`src/rtl/hbus_pkg.sv`:
```
package hbus_pkg;

   typedef enum logic [2:0] {
      ST_A_IDLE,
      ST_A_ACT,
      ST_GAP,
      ST_S_IDLE,
      ST_S_RUN
   } bus_st_e;

   localparam int CFG_W       = 8;
   localparam int CFG_LOCK_B  = 7;
   localparam int CFG_MODE_B  = 6;
   localparam int CFG_LOW_W   = 3;

endpackage

```
`src/rtl/hbus_seq.sv`:
```
module hbus_seq
   import hbus_pkg::*;
#(
   parameter int SYNC_CLKS = 4,
   parameter int GAP_CLKS  = 2
)(
   input  logic clk,
   input  logic rst_n,
   input  logic sw_rst,
   input  logic cs_n,
   input  logic switch_pend,
   output logic start,
   output logic async_end,
   output logic ack,
   output logic viol,
   output logic sync_mode
);

   localparam int PH_W = $clog2(SYNC_CLKS + 1);
   localparam int GW   = $clog2(GAP_CLKS + 1);
   localparam logic [PH_W-1:0] PH_LAST = PH_W'(SYNC_CLKS);
   localparam logic [PH_W-1:0] PH_PRE  = PH_W'(SYNC_CLKS - 1);
   localparam logic [GW-1:0]   G_LAST  = GW'(GAP_CLKS - 1);

   generate
      if (SYNC_CLKS < 2) begin : g_bad_sync
         $error("hbus_seq: SYNC_CLKS must be at least 2");
      end
      if (GAP_CLKS < 1) begin : g_bad_gap
         $error("hbus_seq: GAP_CLKS must be at least 1");
      end
   endgenerate

   bus_st_e          st;
   logic [PH_W-1:0]  ph;
   logic [GW-1:0]    gcnt;

   always_comb begin
      case (st)
         ST_A_IDLE: start = !cs_n;
         ST_S_IDLE: start = !cs_n;
         ST_S_RUN:  start = (ph == PH_LAST) && !cs_n;
         default:   start = 1'b0;
      endcase
   end

   assign async_end = (st == ST_A_ACT) && cs_n;
   assign sync_mode = (st == ST_GAP) || (st == ST_S_IDLE) || (st == ST_S_RUN);

   always_ff @(posedge clk or negedge rst_n) begin
      if (!rst_n) begin
         st   <= ST_A_IDLE;
         ph   <= '0;
         gcnt <= '0;
         ack  <= 1'b0;
         viol <= 1'b0;
      end else if (sw_rst) begin
         st   <= ST_A_IDLE;
         ph   <= '0;
         gcnt <= '0;
         ack  <= 1'b0;
         viol <= 1'b0;
      end else begin
         viol <= 1'b0;
         case (st)
            ST_A_IDLE: begin
               if (!cs_n) begin
                  st  <= ST_A_ACT;
                  ack <= 1'b1;
               end
            end
            ST_A_ACT: begin
               if (cs_n) begin
                  ack <= 1'b0;
                  if (switch_pend) begin
                     st   <= ST_GAP;
                     gcnt <= '0;
                  end else begin
                     st <= ST_A_IDLE;
                  end
               end
            end
            ST_GAP: begin
               viol <= !cs_n;
               if (gcnt == G_LAST) st <= ST_S_IDLE;
               else                gcnt <= gcnt + 1'b1;
            end
            ST_S_IDLE: begin
               if (!cs_n) begin
                  st <= ST_S_RUN;
                  ph <= PH_W'(1);
               end
            end
            ST_S_RUN: begin
               if (ph == PH_PRE) ack <= 1'b1;
               if (ph == PH_LAST) begin
                  ack <= 1'b0;
                  if (!cs_n) ph <= PH_W'(1);
                  else       st <= ST_S_IDLE;
               end else begin
                  ph <= ph + 1'b1;
               end
            end
            default: st <= ST_A_IDLE;
         endcase
      end
   end

   // acknowledge held while an open-ended cycle keeps chip select low
   p_ack_hold_r2: assert property (@(posedge clk) disable iff (!rst_n || sw_rst)
      (st == ST_A_ACT && !cs_n) |=> ack);

   // chip select inside the guard window is flagged
   p_gap_viol_r5: assert property (@(posedge clk) disable iff (!rst_n || sw_rst)
      (st == ST_GAP && !cs_n) |=> (viol && !ack));

   // fixed-cycle acknowledge is a single-clock pulse
   p_sync_ack_pulse_r6: assert property (@(posedge clk) disable iff (!rst_n || sw_rst)
      (sync_mode && ack) |=> !ack);

endmodule

```
`src/rtl/hbus_cfg.sv`:
```
module hbus_cfg
   import hbus_pkg::*;
#(
   parameter int DATA_W = 8
)(
   input  logic              clk,
   input  logic              rst_n,
   input  logic              sw_rst,
   input  logic              wr_hit,
   input  logic [DATA_W-1:0] wdata,
   input  logic              sync_mode,
   input  logic              async_end,
   output logic              lock,
   output logic              switch_pend,
   output logic [CFG_W-1:0]  cfg_q
);

   logic [CFG_LOW_W-1:0] low_q;

   always_ff @(posedge clk or negedge rst_n) begin
      if (!rst_n) begin
         lock        <= 1'b0;
         switch_pend <= 1'b0;
         low_q       <= '0;
      end else if (sw_rst) begin
         lock        <= 1'b0;
         switch_pend <= 1'b0;
         low_q       <= '0;
      end else begin
         if (wr_hit) begin
            lock  <= wdata[CFG_LOCK_B];
            low_q <= wdata[CFG_LOW_W-1:0];
            if (!sync_mode) switch_pend <= wdata[CFG_MODE_B];
         end else if (async_end) begin
            switch_pend <= 1'b0;
         end
      end
   end

   assign cfg_q = {lock, sync_mode | switch_pend,
                   {(CFG_MODE_B - CFG_LOW_W){1'b0}}, low_q};

endmodule

```
`src/rtl/hbus_decode.sv`:
```
module hbus_decode #(
   parameter int                ADDR_W   = 8,
   parameter int                DATA_W   = 8,
   parameter logic [ADDR_W-1:0] CFG_ADDR = 8'h80
)(
   input  logic              clk,
   input  logic              rst_n,
   input  logic              sw_rst,
   input  logic              start,
   input  logic              wr,
   input  logic [ADDR_W-1:0] addr,
   input  logic [DATA_W-1:0] wdata,
   input  logic              lock,
   output logic              cfg_wr_hit,
   output logic              reg_wr,
   output logic              reg_rd,
   output logic [ADDR_W-1:0] reg_addr,
   output logic [DATA_W-1:0] reg_wdata,
   output logic              reg_ctl
);

   localparam int SPLIT_B = ADDR_W - 1;

   logic is_cfg;
   assign is_cfg     = (addr == CFG_ADDR);
   assign cfg_wr_hit = start && is_cfg && wr;

   always_ff @(posedge clk or negedge rst_n) begin
      if (!rst_n) begin
         reg_wr    <= 1'b0;
         reg_rd    <= 1'b0;
         reg_addr  <= '0;
         reg_wdata <= '0;
      end else if (sw_rst) begin
         reg_wr    <= 1'b0;
         reg_rd    <= 1'b0;
         reg_addr  <= '0;
         reg_wdata <= '0;
      end else begin
         reg_wr <= 1'b0;
         reg_rd <= 1'b0;
         if (start) begin
            reg_addr  <= addr;
            reg_wdata <= wdata;
            if (!is_cfg && !lock) begin
               reg_wr <= wr;
               reg_rd <= !wr;
            end
         end
      end
   end

   assign reg_ctl = reg_addr[SPLIT_B];

   // a strobe never lasts more than one clock
   p_stb_pulse_r3: assert property (@(posedge clk) disable iff (!rst_n || sw_rst)
      (reg_wr || reg_rd) |=> (!reg_wr && !reg_rd));

   // with the lock bit set, other addresses get no strobe
   p_lock_r9: assert property (@(posedge clk) disable iff (!rst_n || sw_rst)
      (start && lock && !is_cfg) |=> (!reg_wr && !reg_rd));

endmodule

```
`src/rtl/hbus_if.sv`:
```
module hbus_if
   import hbus_pkg::*;
#(
   parameter int                ADDR_W    = 8,
   parameter int                DATA_W    = 8,
   parameter logic [ADDR_W-1:0] CFG_ADDR  = 8'h80,
   parameter int                SYNC_CLKS = 4,
   parameter int                GAP_CLKS  = 2
)(
   input  logic              clk,
   input  logic              rst_n,
   input  logic              sw_rst,
   input  logic              cs_n,
   input  logic              wr,
   input  logic [ADDR_W-1:0] addr,
   input  logic [DATA_W-1:0] wdata,
   output logic              ack,
   output logic              bus_viol,
   output logic              sync_mode,
   output logic [7:0]        cfg_q,
   output logic              reg_wr,
   output logic              reg_rd,
   output logic [ADDR_W-1:0] reg_addr,
   output logic [DATA_W-1:0] reg_wdata,
   output logic              reg_ctl
);

   generate
      if (DATA_W < CFG_W) begin : g_bad_dw
         $error("hbus_if: DATA_W must cover the configuration register");
      end
      if (CFG_ADDR[ADDR_W-1] != 1'b1) begin : g_bad_cfg
         $error("hbus_if: CFG_ADDR must lie in the control half");
      end
   endgenerate

   logic start, async_end, lock, switch_pend, cfg_wr_hit;

   hbus_seq #(.SYNC_CLKS(SYNC_CLKS), .GAP_CLKS(GAP_CLKS)) u_seq (
      .clk(clk), .rst_n(rst_n), .sw_rst(sw_rst), .cs_n(cs_n),
      .switch_pend(switch_pend), .start(start), .async_end(async_end),
      .ack(ack), .viol(bus_viol), .sync_mode(sync_mode)
   );

   hbus_cfg #(.DATA_W(DATA_W)) u_cfg (
      .clk(clk), .rst_n(rst_n), .sw_rst(sw_rst), .wr_hit(cfg_wr_hit),
      .wdata(wdata), .sync_mode(sync_mode), .async_end(async_end),
      .lock(lock), .switch_pend(switch_pend), .cfg_q(cfg_q)
   );

   hbus_decode #(.ADDR_W(ADDR_W), .DATA_W(DATA_W), .CFG_ADDR(CFG_ADDR)) u_dec (
      .clk(clk), .rst_n(rst_n), .sw_rst(sw_rst), .start(start), .wr(wr),
      .addr(addr), .wdata(wdata), .lock(lock), .cfg_wr_hit(cfg_wr_hit),
      .reg_wr(reg_wr), .reg_rd(reg_rd), .reg_addr(reg_addr),
      .reg_wdata(reg_wdata), .reg_ctl(reg_ctl)
   );

   // fixed-cycle mode begins only after chip select was seen high
   p_mode_switch_r4: assert property (@(posedge clk) disable iff (!rst_n || sw_rst)
      $rose(sync_mode) |-> $past(cs_n));

   // only a reset leaves fixed-cycle mode
   p_mode_sticky_r8: assert property (@(posedge clk) disable iff (!rst_n)
      (sync_mode && !sw_rst) |=> sync_mode);

endmodule

```
`config.mk`:
```
export PLATFORM = sky130hd
export DESIGN_NAME = hbus_if
export DESIGN_NICKNAME = d
export VERILOG_FILES = /design/src/rtl/hbus_pkg.sv /design/src/rtl/hbus_seq.sv /design/src/rtl/hbus_cfg.sv /design/src/rtl/hbus_decode.sv /design/src/rtl/hbus_if.sv
export SDC_FILE = /design/constraint.sdc
export NUM_CORES = 1
export LEC_CHECK = 0
export ABC_AREA = 1
export ABC_CLOCK_PERIOD_IN_PS = 1580
export BUFFER_PORTS_ARGS = -buffer_cell sky130_fd_sc_hd__buf_4
export CORE_MARGIN = 1.5
export CORE_UTILIZATION = 51
export DETAILED_ROUTE_END_ITERATION = 8
export PLACE_DENSITY = 0.79
export SLEW_MARGIN = 20
export SYNTH_ARGS = -nofsm -noshare
export SYNTH_HDL_FRONTEND = slang
export SYNTH_SLANG_ARGS = --single-unit
```
`constraint.sdc`:
```
create_clock -name clk -period 1.58 [get_ports clk]
set_input_delay 0.237 -clock clk [delete_from_list [all_inputs] [get_ports clk]]
set_output_delay 0.237 -clock clk [all_outputs]
set_load 0.005 [all_outputs]
```
==> summary.md, run 1 <==
| Metric | Value |
|---|---|
| Placed Instances | between 300 and 400 |
| Routed wire length | 3.948 mm |
| CP arrival | 1.80 ns |
| Routed vias | 1610 |
| Pwr Density | between 700 and 800 nW/µm² |
| PnR worst setup slack | about 0.033 ns |
| DRT Pass-1 Iters | 5 |
| Iteration-0 DRC count of the detailed router | 94 |
| Root Buffer | clkbuf_4 |
| Avg Cell Area, Syn | about 7.9 µm² |
| Dominant cell type by area after synthesis | dfrtp_1 |
| Vias/cell | between 4 and 5 |
| Area grow syn2layout | 30.54% |
| Async S/R FF share, synth | 1.000 |
| CP Launch Type | flop |
| Clock slew at reported path FFs | approximately 0.09 ns |
| First-pass GRT wire length | around 6 mm |
| Number of global-route vias before repair | 1409 |
| LEAKAGE | about 0.0013 µW |
| Final Skew | 0.003536 ns |
| Number of distinct library cells after synthesis | 26 |
| Top post-synthesis cells by count | nand2_1, nand3_1, dfrtp_1 |
| Clock H-tree levels | 2 |
| Post-synth EDFFs | 0 |
| CP max FO | 6 |
| Area contributors post-synth | dfrtp_1, nand2_1, nand3_1 |
| Core ar. | between 3000 and 4000 µm² |
| Total of max-cap violations | 0 |
| Commonest register cell after synthesis | dfrtp_1 |
| Tcrit/Tclk final | 0.9789 |
| Most frequent cell after synthesis | nand2_1 |
| Global route total overflow | 0 |
| IO Port Bufs | 47 |
| Hold Crit Class | primary input to flop |
| Final Util | 0.6940 |
| Reg2reg path depth | 10 |
| DP HPWL | 2.844 mm |
| Largest net degree at the start of global routing | 34 |
| Hold slack | 0.1089 ns |
| Gpl congestion | 0.8937 |
| Total Die Area | ~3800 µm² |
| Status | complete, no violations |
| Fin. Hold Viols | 0 |
| Critical Path Source | u_seq.st[2] |
| Worst-Skew Late Latency | around 0.32 ns |
| Die Height | about 62 µm |
| Mapped Cells | approximately 230 |
| Average routed wire per standard cell | 12.07 µm |
| Register bit total from synthesis | 33 |
| GRT Overall Usage | 0.2137 |
| Maximum clock frequency | approximately 650 MHz |
| Initial antenna violation count | 0 |
| Crit Path Class | flop to flop |
| Mapped Area | around 1800 µm² |
| Floorplan die width | about 62 µm |
| Antenna Cells | 0 |
| Shortest period the worst path allows | about 1.5 ns |
| IR drop worst, VDD | between 500 and 600 µV |
| RR Endpoint | u_cfg.low_q[0] |
| Layout Nets | 306 |
| Yosys warnings | 0 |
| I/O Pins | 51 |
| # rows | 21 |
| Critical path endpoint category | flop |
| DRC Markers | 0 |
| Area fraction of the dominant cell type after synthesis | 0.4654 |
| Finished Layout Cells | 327 |
| FF-to-FF Start | u_seq.st[2] |
| Final ANT Viol Nets | 0 |
| Clock tree buffer depth | 2 |
| Fillers | 296 |
| Final Max Slew Viols | 0 |
| Setup TNS Final | 0 ns |
| Starting Density | 0.5317 |
| CTS tree | built |
| Final Setup Violations | 0 |
| Layout cells sized above 1 | 0.3274 |
| RSZ-0062 raised after global routing | yes |
| Post-synthesis sequential area ratio | 0.4654 |
| Post-place setup slack | roughly 0.015 ns |
| Total CTS buffers | 5 |
| Required @ worst endpoint | roughly 1.8 ns |
| R2r setup slk | between 0.03 and 0.04 ns |
| CP Capture Point | u_cfg.low_q[0] |
| CTS sink cnt | 33 |
-- report_power, final --
| group | switching, µW | internal (µW) |
|---|---|---|
| sequential | 39.4 | 905 |
| combinational | 245 | 204 |
| clock | 246 | 210 |
| total | 530 | 1320 |
-- area by class of cell --
cell class	count	area, µm²	area share
flip-flops and latches	33	827.0	0.3571
multi-input cells	154	822.0	0.3549
inverters	30	120.1	0.05186
repair buffers	57	434.2	0.1875
clock buffers	7	55.05	0.02377
well taps	46	57.56	0.02485
-- cell usage in the layout, fill, tap and decap left out, drive strengths merged --
master,instances
o21ai,14
conb,3
nor2,23
a22oi,1
buf,56
dfrtp,33
nand4,4
dlygate4sd3,1
nor3,1
o211ai,2
nand2,62
a21oi,3
o21a,1
inv,30
clkbuf,7
nand3b,1
ha,4
nand3,35
-- stage by stage --
| step | total power, µW | cell area (µm²) |
|---|---|---|
| final | 1849 | 2316 |
| after detailed placement | 1369 | 2151 |
| after CTS | 1825 | 2223 |
| after global placement | 1361 | 2151 |
| after global routing | 1972 | 2316 |
| after floorplan | 1189 | 1782 |
-- per-layer routing --
layer | track usage | part of all wire | vias up
li1 | - | - | 825
met1 | 0.2968 | 0.43 | 714
met2 | 0.3244 | 0.49 | 67
met3 | 0.04555 | 0.071 | 4
met4 | 0.08815 | 0.013 | 0
met5 | 0 | 0 | -
-- registers in the layout, summed over array words and instances (netlist names) --
name               cells
u_dec.reg_addr         8
u_dec.reg_wdata        8
u_cfg.low_q            3
u_seq.ph               3
u_seq.st               3
u_seq.gcnt             2
u_cfg.lock             1
u_cfg.switch_pend      1
u_dec.reg_rd           1
u_dec.reg_wr           1
u_seq.ack              1
u_seq.viol             1
-- what timing repair did --
item	in CTS	in global routing
hold buffers	1	0
cloned	0	0
pin swaps	0	5
setup endpoints to repair	4	29
hold endpoints to repair	33	0
buffers inserted	0	4
resized for setup	2	23
-- cell families after synthesis --
logic type / after synthesis / share of synthesized area
AOI/OAI and AO/OA: 21 / 0.08180
buffers and inverters: 41 / 0.1093
adders and majority gates: 4 / 0.02821
and+or+nand+nor: 126 / 0.3131
other: 1 / 0.002114
DFF: 33 / 0.4654
-- critical path, cell delays in order (launching register included) --
cell and delay [ns]:
dfrtp_2 0.46, inv_2 0.11, nand3_1 0.14, nand2_1 0.13, nand2_1 0.09, nand2_4 0.10, inv_6 0.05, nor2_8 0.15
buf_6 0.14, nand3_1 0.06, nand2_1 0.06
-- worst min-delay path by stage --
stage	startpoint	endpoint	slack (ns)	cells after the start
finish	wdata[4]	u_dec.reg_wdata[4]	0.11	3
global route	wdata[4]	u_dec.reg_wdata[4]	0.10	3
CTS	wdata[4]	u_dec.reg_wdata[4]	0.11	3
detailed placement	rst_n	u_seq.gcnt[0]	0.20	1
global placement	rst_n	u_seq.gcnt[1]	0.20	1
floorplan	rst_n	u_cfg.lock	-0.06	0
(Power assumes the default switching activity.)
==> run 2, diff against run 1 <==
ABC_AREA = default   (was 1)
CAP_MARGIN = 20   (was default)
RECOVER_POWER = 100   (was default)
==> run 2 against run 1 <==
  * The run now ends with setup timing left
  * Power fell by 11%
  * Core utilization grew 4.5 points
  * Critical path depth down 5
  * Count of clock-buffer cells in the layout decreased by 1
  * Sequential share of layout area up 0.42 points
==> summary.md, run 2 <==
| Metric | Value |
|---|---|
| Root Buffer | clkbuf_4 |
| Layout cells sized above 1 | 0.3991 (+0.07170) |
| Setup TNS Final | -0.9076 ns (-0.9076 ns) |
| Layout Nets | 247 (-19%) |
| Synth Area in Compound Gates | 0.08247 (+0.0006689) |
| Commonest non-fill, non-tap cell in the layout | buf_4 |
| Clock slew at reported path FFs | 0.12 ns (+0.03 ns) |
| Post-place setup slack | -0.05076 ns (-0.06597 ns) |
| LEAKAGE | 0.001142 µW (-10%) |
| Crit Path Class | flop to flop |
| Total Die Area | 3687 µm² (-4.0%) |
| Iteration-0 DRC count of the detailed router | 128 (+36%) |
| Number of distinct library cells after synthesis | 39 (+50%) |
| Top flop regs | u_dec.reg_addr: 8 flops, u_dec.reg_wdata: 8 flops |
| GRT Overall Usage | 0.2302 (+0.01652) |
| Commonest register cell after synthesis | dfrtp_1 |
| Adder-Cell Fraction of Synth Area | 0.02946 (+0.001246) |
| # rows | 20 (-4.8%) |
| Post-synthesis sequential area ratio | 0.4860 (+0.02056) |
| Largest family of logic cells by synthesized area | simple AND/OR/NAND/NOR gates |
| Dominant cell type by area after synthesis | dfrtp_1 |
| Layer with the highest usage | met2 |
| Die Height | 60.72 µm (-2.0%) |
| Grt met1 use | 0.2684 (-0.02844) |
| Async S/R FF share, synth | 1.000 (unchanged) |
| CP max FO | 7 (+1) |
| Total CTS buffers | 5 (unchanged) |
| Required @ worst endpoint | 1.87 ns (+0.03 ns) |
| Avg Cell Area, Syn | 10.30 µm² (+31%) |
| CTS tree | built |
| IR drop worst, VDD | 745.5 µV (+47%) |
| Register bit total from synthesis | 33 (unchanged) |
| Worst-Skew Late Latency | 0.35 ns (+0.03 ns) |
| Hold Crit Class | primary input to flop |
| I/O Pins | 51 (unchanged) |
| Core ar. | 3103 µm² (-7.0%) |
| Critical Path Source | u_seq.st[0] |
| Beginning of the worst hold path | wr |
| Post-synth EDFFs | 0 (unchanged) |
| Most frequent cells in the layout | buf_4, dfrtp_1, clkbuf_4 |
| M2 GR Usage | 0.4117 (+0.08727) |
| Least-Margin Pin Slew | 0.7949 ns |
| Tcrit/Tclk final | 1.075 (+0.09610) |
| Clock H-tree levels | 2 (unchanged) |
| Area contributors post-synth | dfrtp_1, mux2i_1, nor2_1 |
| Floorplan die width | 60.72 µm (-2.0%) |
| Top post-synthesis cells by count | dfrtp_1, nor2_1, mux2i_1 |
| DP HPWL | 2.698 mm (-5.1%) |
| PnR worst setup slack | -0.1184 ns (-0.1518 ns) |
| Status | finished, violations left |
| Most frequent cell after synthesis | dfrtp_1 |
| FF-to-FF Start | u_seq.st[0] |
| DRC Markers | 0 (unchanged) |
| CTS sink cnt | 33 (unchanged) |
| Mapped Cells | 165 (-27%) |
| Worst slew margin | 0.4701 |
| IO Port Bufs | 47 (unchanged) |
| Final ANT Viol Nets | 0 (unchanged) |
| Global route total overflow | 0 (unchanged) |
| Post-Synth XOR/XNOR Area | 0.01031 (+0.01031) |
| Hold slack | 0.05871 ns (-0.05016 ns) |
| Total of max-cap violations | 0 (unchanged) |
| DRT Pass-1 Iters | 4 (-1) |
| Vias/cell | 5.232 (+6.3%) |
| Average routed wire per standard cell | 14.82 µm (+23%) |
| Final Max Slew Viols | 0 (unchanged) |
| GR met3 Demand/Resource | 0.07249 (+0.02695) |
| CP Launch Type | flop |
| Area fraction of the dominant cell type after synthesis | 0.4860 (+0.02056) |
| First-pass GRT wire length | 6.099 mm (+1.4%) |
| Critical path endpoint category | flop |
| Starting Density | 0.5476 (+0.01590) |
| Initial antenna violation count | 0 (unchanged) |
| CP arrival | 1.99 ns (+0.19 ns) |
| Simple-gate area share of the yosys netlist | 0.1863 (-0.1268) |
| Failing checks | setup timing |
| Pwr Density | 719.6 nW/µm² (-9.9%) |
| Routed vias | 1397 (-13%) |
| Routed wire length | 3.958 mm (+0.25%) |
| RSZ-0062 raised after global routing | yes |
| Antenna Cells | 0 (unchanged) |
| Clock tree buffer depth | 2 (unchanged) |
| Gpl congestion | 0.7675 (-14%) |
| Area grow syn2layout | 34.90% |
| Number of global-route vias before repair | 1287 (-8.7%) |
| Largest net degree at the start of global routing | 38 (+12%) |
| Fin. Hold Viols | 0 (unchanged) |
| Mapped Area | 1699 µm² (-4.2%) |
| Multiplexer area fraction after synthesis | 0.1296 (+0.1296) |
| Maximum clock frequency | 588.8 MHz (-8.9%) |
| Yosys warnings | 0 (unchanged) |
| Final Setup Violations | 20 (+20) |
| Final Skew | 0.01425 ns (+0.01072 ns) |
| Shortest period the worst path allows | 1.698 ns (+0.1518 ns) |
run 2: cell count changes in the layout (fill, tap and decap cells not counted), moves of 8 or more:
| cell | before | now |
|---|---|---|
| clkbuf_4 | 5 | 28 |
| nand2_1 | 58 | 2 |
| nor2_1 | 16 | 25 |
| inv_1 | 24 | 6 |
| nand3_1 | 32 | 4 |
| nand2b_1 | 0 | 10 |
| o21ai_2 | 8 | 0 |
| mux2i_1 | 0 | 21 |
| buf_4 | 55 | 35 |
run 2: report_power, final:
group / switching, µW / leakage [µW] / internal [µW]
sequential: 16.4 / 0.000446 / 874
combinational: 112 / 0.000658 / 127
clock: 303 / 0.0000382 / 217
run 2: cells by family after synthesis:
logic type,after synthesis
fa+ha+maj,4
mux,22
buf+inv,24
simple gates,59
compound gates,20
other cells,1
xor+xnor,2
flops,33
run 2: final timing paths:
| kind | cells past startpoint | endpoint | slack [ns] |
|---|---|---|---|
| worst min-delay path | 2 | u_dec.reg_rd | 0.06 |
| max in group asynchronous | 2 | u_seq.st[0] | 0.53 |
| worst max register to register | 5 | u_dec.reg_wr | -0.12 |
| worst max-delay path | 5 | u_dec.reg_wr | -0.12 |
| worst min register to register | 2 | u_dec.reg_addr[3] | 0.53 |
| min in group asynchronous | 2 | u_cfg.low_q[0] | 0.49 |
run 2: critical path, cell delays in order (launching register included):
cell	delay, ns
dfrtp_2	0.42
buf_4	0.17
xor2_2	0.18
o32a_1	0.34
or4_4	0.44
nor2_2	0.11
run 2: area by class of cell:
| class | instances | area, µm² |
|---|---|---|
| Clock buffer | 6 | 51.30 |
| Clock inverter | 2 | 13.76 |
| Fill cell | 241 | 810.8 |
| Inverter | 8 | 30.03 |
| Multi-Input combinational cell | 110 | 824.5 |
| Sequential cell | 33 | 828.3 |
| Tap cell | 44 | 55.05 |
| Timing Repair Buffer | 64 | 489.2 |
run 2: timing repair:
item | 4_1_cts | 5_1_grt
pin swaps | 4 | 3
gates resized for setup | 10 | 9
endpoints found under the setup margin | 22 | 31
buffers inserted | 6 | 1
cloned | 0 | 0
hold buffers | 1 | 0
endpoints found under the hold margin | 33 | 0
run 2: per-stage QoR:
step | total power [µW] | utilization | std cells | area, µm²
floorplan | 1019 | - | 167 | 1719
global placement | 1127 | 0.6766 | 251 | 2100
detailed placement | 1137 | 0.6766 | 251 | 2100
CTS | 1663 | 0.7250 | 266 | 2250
global route | 1728 | 0.7387 | 267 | 2292
finish | 1650 | 0.7387 | 267 | 2292
run 2: metal layers:
layer | wire length (µm) | up-vias
met1 | 1639 | 677
li1 | - | 668
met5 | 0 | -
met2 | 2066 | 46
met4 | 46 | 0
met3 | 205 | 6
